==> src/rtl/rec_pkg.sv <==
package rec_pkg;
   // Increment sources gathered in one cycle
   typedef struct packed {
      logic small_err;
      logic flag_bit_err;
      logic first_dom;
      logic run_pen;
   } rec_bump_t;
endpackage

==> src/rtl/rec_run_tracker.sv <==
module rec_run_tracker #(
   parameter int ACT_FIRST = 14,
   parameter int PAS_FIRST = 8,
   parameter int REPEAT    = 8
) (
   input  logic clk,
   input  logic rst,
   input  logic dom_bit,
   input  logic rec_bit,
   input  logic flag_act,
   output logic pen
);
   localparam int FIRST_MAX = (ACT_FIRST > PAS_FIRST) ? ACT_FIRST : PAS_FIRST;
   localparam int RUN_W     = $clog2(FIRST_MAX + 1);
   localparam int REP_W     = $clog2(REPEAT + 1);

   logic [RUN_W-1:0] run_q, run_nx, thr;
   logic [REP_W-1:0] rep_q, rep_nx;
   logic             tail_q;

   generate
      if (ACT_FIRST == PAS_FIRST) begin : g_one_thr
         logic unused_act;
         assign unused_act = flag_act;
         assign thr = RUN_W'(ACT_FIRST);
      end else begin : g_two_thr
         assign thr = flag_act ? RUN_W'(ACT_FIRST) : RUN_W'(PAS_FIRST);
      end
   endgenerate

   assign run_nx = run_q + RUN_W'(1);
   assign rep_nx = rep_q + REP_W'(1);

   always_comb begin
      pen = 1'b0;
      if (dom_bit && !rec_bit) begin
         if (tail_q) pen = (rep_nx == REP_W'(REPEAT));
         else        pen = (run_nx >= thr);
      end
   end

   always_ff @(posedge clk) begin
      if (rst || rec_bit) begin
         run_q  <= '0;
         rep_q  <= '0;
         tail_q <= 1'b0;
      end else if (dom_bit) begin
         if (tail_q) begin
            rep_q <= (rep_nx == REP_W'(REPEAT)) ? '0 : rep_nx;
         end else if (run_nx >= thr) begin
            tail_q <= 1'b1;
            rep_q  <= '0;
            run_q  <= run_nx;
         end else begin
            run_q <= run_nx;
         end
      end
   end
endmodule

==> src/rtl/rec_step_calc.sv <==
module rec_step_calc
   import rec_pkg::*;
#(
   parameter int CNT_W        = 8,
   parameter int SMALL_STEP   = 1,
   parameter int BIG_STEP     = 8,
   parameter int PASSIVE_ABOVE = 127,
   parameter int RECOVER_VAL  = 119
) (
   input  logic [CNT_W-1:0] cnt,
   input  rec_bump_t        bump,
   input  logic             ok,
   output logic [CNT_W-1:0] nxt
);
   localparam int SUM_W = CNT_W + 3;
   localparam logic [SUM_W-1:0] SMALL_V = SUM_W'(SMALL_STEP);
   localparam logic [SUM_W-1:0] BIG_V   = SUM_W'(BIG_STEP);
   localparam logic [SUM_W-1:0] MAX_S   = SUM_W'((1 << CNT_W) - 1);
   localparam logic [CNT_W-1:0] MAX_V   = CNT_W'((1 << CNT_W) - 1);
   localparam logic [CNT_W-1:0] PASS_V  = CNT_W'(PASSIVE_ABOVE);
   localparam logic [CNT_W-1:0] REC_V   = CNT_W'(RECOVER_VAL);

   logic [SUM_W-1:0] inc, sum;

   always_comb begin
      inc = '0;
      if (bump.flag_bit_err)   inc = inc + BIG_V;
      else if (bump.small_err) inc = inc + SMALL_V;
      if (bump.first_dom)      inc = inc + BIG_V;
      if (bump.run_pen)        inc = inc + BIG_V;
   end

   assign sum = SUM_W'(cnt) + inc;

   always_comb begin
      if (inc != '0)          nxt = (sum > MAX_S) ? MAX_V : sum[CNT_W-1:0];
      else if (!ok)           nxt = cnt;
      else if (cnt > PASS_V)  nxt = REC_V;
      else if (cnt != '0)     nxt = cnt - CNT_W'(1);
      else                    nxt = cnt;
   end
endmodule

==> src/rtl/rec_level_flags.sv <==
module rec_level_flags #(
   parameter int CNT_W    = 8,
   parameter int WARN_LIM = 96
) (
   input  logic             clk,
   input  logic             rst,
   input  logic [CNT_W-1:0] nxt,
   output logic             warn,
   output logic             irq
);
   localparam logic [CNT_W-1:0] WARN_V = CNT_W'(WARN_LIM);
   logic above;
   assign above = (nxt >= WARN_V);

   always_ff @(posedge clk) begin
      if (rst) begin
         warn <= 1'b0;
         irq  <= 1'b0;
      end else begin
         warn <= above;
         irq  <= above && !warn;
      end
   end
endmodule

==> src/rtl/rx_err_count.sv <==
module rx_err_count
   import rec_pkg::*;
#(
   parameter int CNT_W         = 8,
   parameter int SMALL_STEP    = 1,
   parameter int BIG_STEP      = 8,
   parameter int WARN_LIM      = 96,
   parameter int PASSIVE_ABOVE = 127,
   parameter int RECOVER_VAL   = 119,
   parameter int ACT_FIRST     = 14,
   parameter int PAS_FIRST     = 8,
   parameter int RUN_REPEAT    = 8
) (
   input  logic             clk,
   input  logic             rst,
   input  logic             ev_rx_err,
   input  logic             ev_flag_bit_err,
   input  logic             ev_first_dom,
   input  logic             ev_dom_bit,
   input  logic             ev_rec_bit,
   input  logic             flag_act,
   input  logic             ev_rx_ok,
   output logic [CNT_W-1:0] err_count,
   output logic             warn,
   output logic             warn_irq,
   output logic             err_passive
);
   localparam int MAX_CNT = (1 << CNT_W) - 1;
   localparam logic [CNT_W-1:0] PASS_V = CNT_W'(PASSIVE_ABOVE);

   generate
      if (CNT_W < 2 || CNT_W > 16) begin : g_bad_width
         $error("rx_err_count: CNT_W out of range");
      end
      if (WARN_LIM < 1 || WARN_LIM > MAX_CNT) begin : g_bad_warn
         $error("rx_err_count: WARN_LIM out of range");
      end
      if (PASSIVE_ABOVE >= MAX_CNT || RECOVER_VAL > PASSIVE_ABOVE) begin : g_bad_pass
         $error("rx_err_count: passive or recovery level inconsistent");
      end
      if (SMALL_STEP < 1 || BIG_STEP < 1 || BIG_STEP > MAX_CNT) begin : g_bad_step
         $error("rx_err_count: step sizes out of range");
      end
      if (ACT_FIRST < 1 || PAS_FIRST < 1 || RUN_REPEAT < 1) begin : g_bad_run
         $error("rx_err_count: run limits must be positive");
      end
   endgenerate

   logic             run_pen;
   rec_bump_t        bump;
   logic [CNT_W-1:0] cnt_q, cnt_nx;

   rec_run_tracker #(
      .ACT_FIRST(ACT_FIRST), .PAS_FIRST(PAS_FIRST), .REPEAT(RUN_REPEAT)
   ) u_run (
      .clk(clk), .rst(rst), .dom_bit(ev_dom_bit), .rec_bit(ev_rec_bit),
      .flag_act(flag_act), .pen(run_pen)
   );

   assign bump.small_err    = ev_rx_err;
   assign bump.flag_bit_err = ev_flag_bit_err;
   assign bump.first_dom    = ev_first_dom;
   assign bump.run_pen      = run_pen;

   rec_step_calc #(
      .CNT_W(CNT_W), .SMALL_STEP(SMALL_STEP), .BIG_STEP(BIG_STEP),
      .PASSIVE_ABOVE(PASSIVE_ABOVE), .RECOVER_VAL(RECOVER_VAL)
   ) u_step (
      .cnt(cnt_q), .bump(bump), .ok(ev_rx_ok), .nxt(cnt_nx)
   );

   always_ff @(posedge clk) begin
      if (rst) cnt_q <= '0;
      else     cnt_q <= cnt_nx;
   end

   rec_level_flags #(.CNT_W(CNT_W), .WARN_LIM(WARN_LIM)) u_flags (
      .clk(clk), .rst(rst), .nxt(cnt_nx), .warn(warn), .irq(warn_irq)
   );

   assign err_count   = cnt_q;
   assign err_passive = (cnt_q > PASS_V);
endmodule

==> config.mk <==
export PLATFORM = sky130hd
export DESIGN_NAME = rx_err_count
export DESIGN_NICKNAME = d
export VERILOG_FILES = /design/src/rtl/rec_pkg.sv /design/src/rtl/rec_run_tracker.sv /design/src/rtl/rec_step_calc.sv /design/src/rtl/rec_level_flags.sv /design/src/rtl/rx_err_count.sv
export SDC_FILE = /design/constraint.sdc
export NUM_CORES = 1
export LEC_CHECK = 0
export BUFFER_PORTS_ARGS = -buffer_cell sky130_fd_sc_hd__clkbuf_2
export CAP_MARGIN = 20
export CORE_UTILIZATION = 40
export CTS_CLUSTER_SIZE = 8
export DETAILED_ROUTE_END_ITERATION = 10
export PLACE_DENSITY = 0.68
export RECOVER_POWER = 25
export SETUP_SLACK_MARGIN = 0.4
export SYNTH_ARGS = -nofsm -noshare
export SYNTH_HDL_FRONTEND = slang
export SYNTH_SLANG_ARGS = --single-unit
==> constraint.sdc <==
create_clock -name clk -period 3.36 [get_ports clk]
set_clock_uncertainty 0.05 [all_clocks]
set_input_delay 0.336 -clock clk [delete_from_list [all_inputs] [get_ports clk]]
set_output_delay 0.336 -clock clk [all_outputs]
set_load 0.05 [all_outputs]
==> qor.csv <==
metric,value,unit
status,finished with violations,
failing checks,setup timing,
crit start category,flip-flop,
max frequency,296,MHz
DRC violation count after routing,0,
final cycle utilization of the critical path,101,%
violation count after the first detailed-routing iteration,63,
via count of the first global-routing pass,1261,
Congestion Overflow GR,0,
Pre-Repair DR Iteration Count,4,
Port Buffers,19,
initial core utilization,43.2,%
global-route wire length before repair,5850,µm
placement row count,21,
total global routing track utilization,18.7,%
Setup-failing EPs final,4,
Max stage delay on crit path,0.49,ns
"most used cell, CP",sky130_fd_sc_hd__ha_4,
placeable core region,0.00347,mm²
# fillers,323,
storage element area,383,µm²
number of synthesized flops with an enable pin,0,
number of pins exceeding their max-slew limit in the final report,0,
worst path setup slack after routing,-0.0212,ns
final period demand of the worst path,3.38,ns
arrival time of the worst setup path,3.49,ns
clock tree from TritonCTS,yes,
die area,0.00400,mm²
critical path cell sequence,"ha_4, inv_2, ha_4, a21bo_2, a21o_1, and3_1, o21bai_1, inv_1, fa_1, ha_4, buf_6, buf_6, a211o_1, a21oi_2, o211ai_1, nand4_1, a21oi_1",
final hold viol count,0,
unique cell type count in the Yosys netlist,48,
mapped cell area,0.00150,mm²
fraction of final layout cells sized beyond drive strength 1,33.8,%
aggregate routed wire length,3710,µm
count of yosys warnings during synthesis,0,
net count after synthesis,214,
number of buffers on the longest clock path,2,
number of standard cells after synthesis,189,
average routed wire per standard cell,13.7,µm
type of the worst min-delay path,input port to flip-flop,
Max Cap Violations,0,
number of levels in the clock H-tree,1,
chip height,63.2,µm
remaining max-slew budget at the tightest pin,59.9,%
"Power, Total",805,µW
setup repair after global routing missed its margin,true,
number of routed nets with antenna violations,0,
pin count of the biggest net entering global routing,15,
final antenna diode count,0,
post-detailed-route via-to-cell ratio,5.47,
Clk Tree Root Cell,sky130_fd_sc_hd__clkbuf_8,
number of antenna violations at the first check in global routing,0,
clock buffer count from CTS,3,
multi-input combinational cell area,0.00121,mm²
weighted congestion at the end of routability-driven global placement,0.781,
Post-synth top flop,sky130_fd_sc_hd__dfxtp_1,
portion of the post-synthesis area used by sequential elements,25.4,%
worst setup slack after placement,-0.0963,ns
clock transition at the registers of the reported paths,0.07,ns
pwr/cell area,398,mW/mm²
Setup CP Type,flip-flop to flip-flop,
WP data required,3.47,ns
number of placed I/O pins,20,
Chip Width,63.2,µm
slew at the pin with the worst max-slew slack,0.604,ns
routed vias,1482,
reported leakage power,0.869,nW
number of register bits inferred by synthesis,19,
layout overhead on the synthesized area,35.1,%
Detail Placement HPWL,2610,µm
IR Drop Worst-Case VDD,245,µV
total number of clock tree sinks,19,
tightest hold margin,0.323,ns
highest-count cells in the layout ignoring fill and taps,"sky130_fd_sc_hd__dfxtp_1 (17), sky130_fd_sc_hd__clkbuf_2 (17), sky130_fd_sc_hd__buf_4 (17), sky130_fd_sc_hd__inv_1 (15), sky130_fd_sc_hd__nor2_1 (15)",
net count reported at finish,251,
syn_area_per_cell,7.93,µm²
source-to-sink clock delay at the later pin of the worst-skew pair,0.27,ns
nature of the critical path endpoint,flip-flop,
largest fanout on the critical path,2,
"Async S/R FF share, synth",0,%
CP max stage cell,sky130_fd_sc_hd__fa_1,
-- path summary, 6_finish.rpt --
kind / slack (ns) / startpoint / end / cells past startpoint
worst min register to register: 0.37 / u_flags.warn$_SDFF_PP0_ / u_flags.irq$_SDFF_PP0_ / 1
worst min-delay path: 0.32 / ev_dom_bit / u_run.tail_q$_SDFFE_PP0P_ / 3
worst max-delay path: -0.02 / u_run.run_q[0]$_SDFFE_PP0P_ / u_flags.irq$_SDFF_PP0_ / 17
worst max register to register: -0.02 / u_run.run_q[0]$_SDFFE_PP0P_ / u_flags.irq$_SDFF_PP0_ / 17
-- sequential cells by signal, summed over array words and instances (netlist names) --
| register | flops |
|---|---|
| err_count | 8 |
| u_run.rep_q | 4 |
| u_run.run_q | 4 |
| u_flags.irq | 1 |
| u_flags.warn | 1 |
| u_run.tail_q | 1 |
-- cells in the mapped netlist (2+ instances only) --
library cell | number | area share [%]
sky130_fd_sc_hd__nor2_1 | 15 | 3.8
sky130_fd_sc_hd__a31oi_1 | 3 | 1.3
sky130_fd_sc_hd__o211ai_1 | 2 | 1.0
sky130_fd_sc_hd__clkbuf_1 | 6 | 1.5
sky130_fd_sc_hd__or2_2 | 2 | 0.83
sky130_fd_sc_hd__xnor2_1 | 5 | 2.9
sky130_fd_sc_hd__o21ai_0 | 9 | 3.0
sky130_fd_sc_hd__ha_1 | 15 | 13
sky130_fd_sc_hd__inv_1 | 16 | 4.0
sky130_fd_sc_hd__a211oi_1 | 2 | 1.0
sky130_fd_sc_hd__dfxtp_1 | 19 | 25
sky130_fd_sc_hd__and3_1 | 3 | 1.3
sky130_fd_sc_hd__a21oi_1 | 12 | 4.0
sky130_fd_sc_hd__buf_2 | 2 | 0.67
sky130_fd_sc_hd__nor3_1 | 7 | 2.3
sky130_fd_sc_hd__mux2i_1 | 4 | 2.7
sky130_fd_sc_hd__or3_1 | 3 | 1.3
sky130_fd_sc_hd__xor2_1 | 5 | 2.9
sky130_fd_sc_hd__a221oi_1 | 3 | 1.8
sky130_fd_sc_hd__nor2b_1 | 2 | 0.83
sky130_fd_sc_hd__nand2b_1 | 3 | 1.3
sky130_fd_sc_hd__o22ai_1 | 2 | 0.83
sky130_fd_sc_hd__nand2_1 | 13 | 3.3
sky130_fd_sc_hd__nand3_1 | 5 | 1.7
sky130_fd_sc_hd__nand4_1 | 6 | 2.5
sky130_fd_sc_hd__nor3b_1 | 3 | 1.5
-- logic make-up after synthesis --
logic type                 count (synthesis)  synth area share (%)
DFF                                       19                  25.4
AOI/OAI and AO/OA                         46                  21.0
and+or+nand+nor                           70                  25.0
xor gates and xnor gates                  10                  5.84
adders and majority gates                 16                  13.9
buffers and inverters                     24                  6.18
muxes                                      4                  2.67
-- repair_timing --
item | in CTS | in global routing
pin swaps | 8 | 5
resized for setup | 10 | 22
hold buffers | 0 | 0
setup endpoints to repair | 10 | 10
setup buffers | 5 | 3
-- report_power, final --
group / leakage [nW] / switching, mW / internal [mW]
Clock: 0.0255 / 0.0824 / 0.0828
Sequential: 0.156 / 0.0366 / 0.242
Combinational: 0.687 / 0.208 / 0.154
Total: 0.869 / 0.327 / 0.479
-- per-layer routing --
metal | up-vias | global-route usage (%) | share of wire, %
met2 | 28 | 27.4 | 44
met4 | 0 | 8.52 | 1.7
met5 | - | 0 | 0
li1 | 761 | - | -
met3 | 5 | 2.90 | 3.8
met1 | 688 | 26.6 | 51
-- worst max-delay path: cells and delay by family (launching register included) --
family | cells | cell delay [ns]
adder cells (fa/ha/maj) | 4 | 1.14
AO/OA/AOI/OAI | 7 | 1.11
flip-flops | 1 | 0.34
buffers and inverters | 4 | 0.33
AND/OR/NAND/NOR | 2 | 0.30
-- stage by stage --
step | std cells | setup TNS, ns | cell area [µm²] | utilization, %
6_report | 271 | -0.0576 | 2020 | 58.4
5_1_grt | 271 | -0.938 | 2020 | 58.4
4_1_cts | 268 | -0.0813 | 1880 | 54.1
3_5_place_dp | 259 | -0.314 | 1760 | 50.8
3_3_place_gp | 259 | -0.0909 | 1760 | 50.8
2_1_floorplan | 189 | -0.149 | 1540 | -
-- area by class of cell --
type | count | area share [%]
multi-input cells | 146 | 59.9
flip-flops and latches | 19 | 18.9
repair buffers | 40 | 13.1
inverters | 16 | 2.97
well taps | 46 | 2.84
clock buffers | 3 | 2.04
clock inverters | 1 | 0.247
Note: power is estimated with default switching activity, not from simulation.
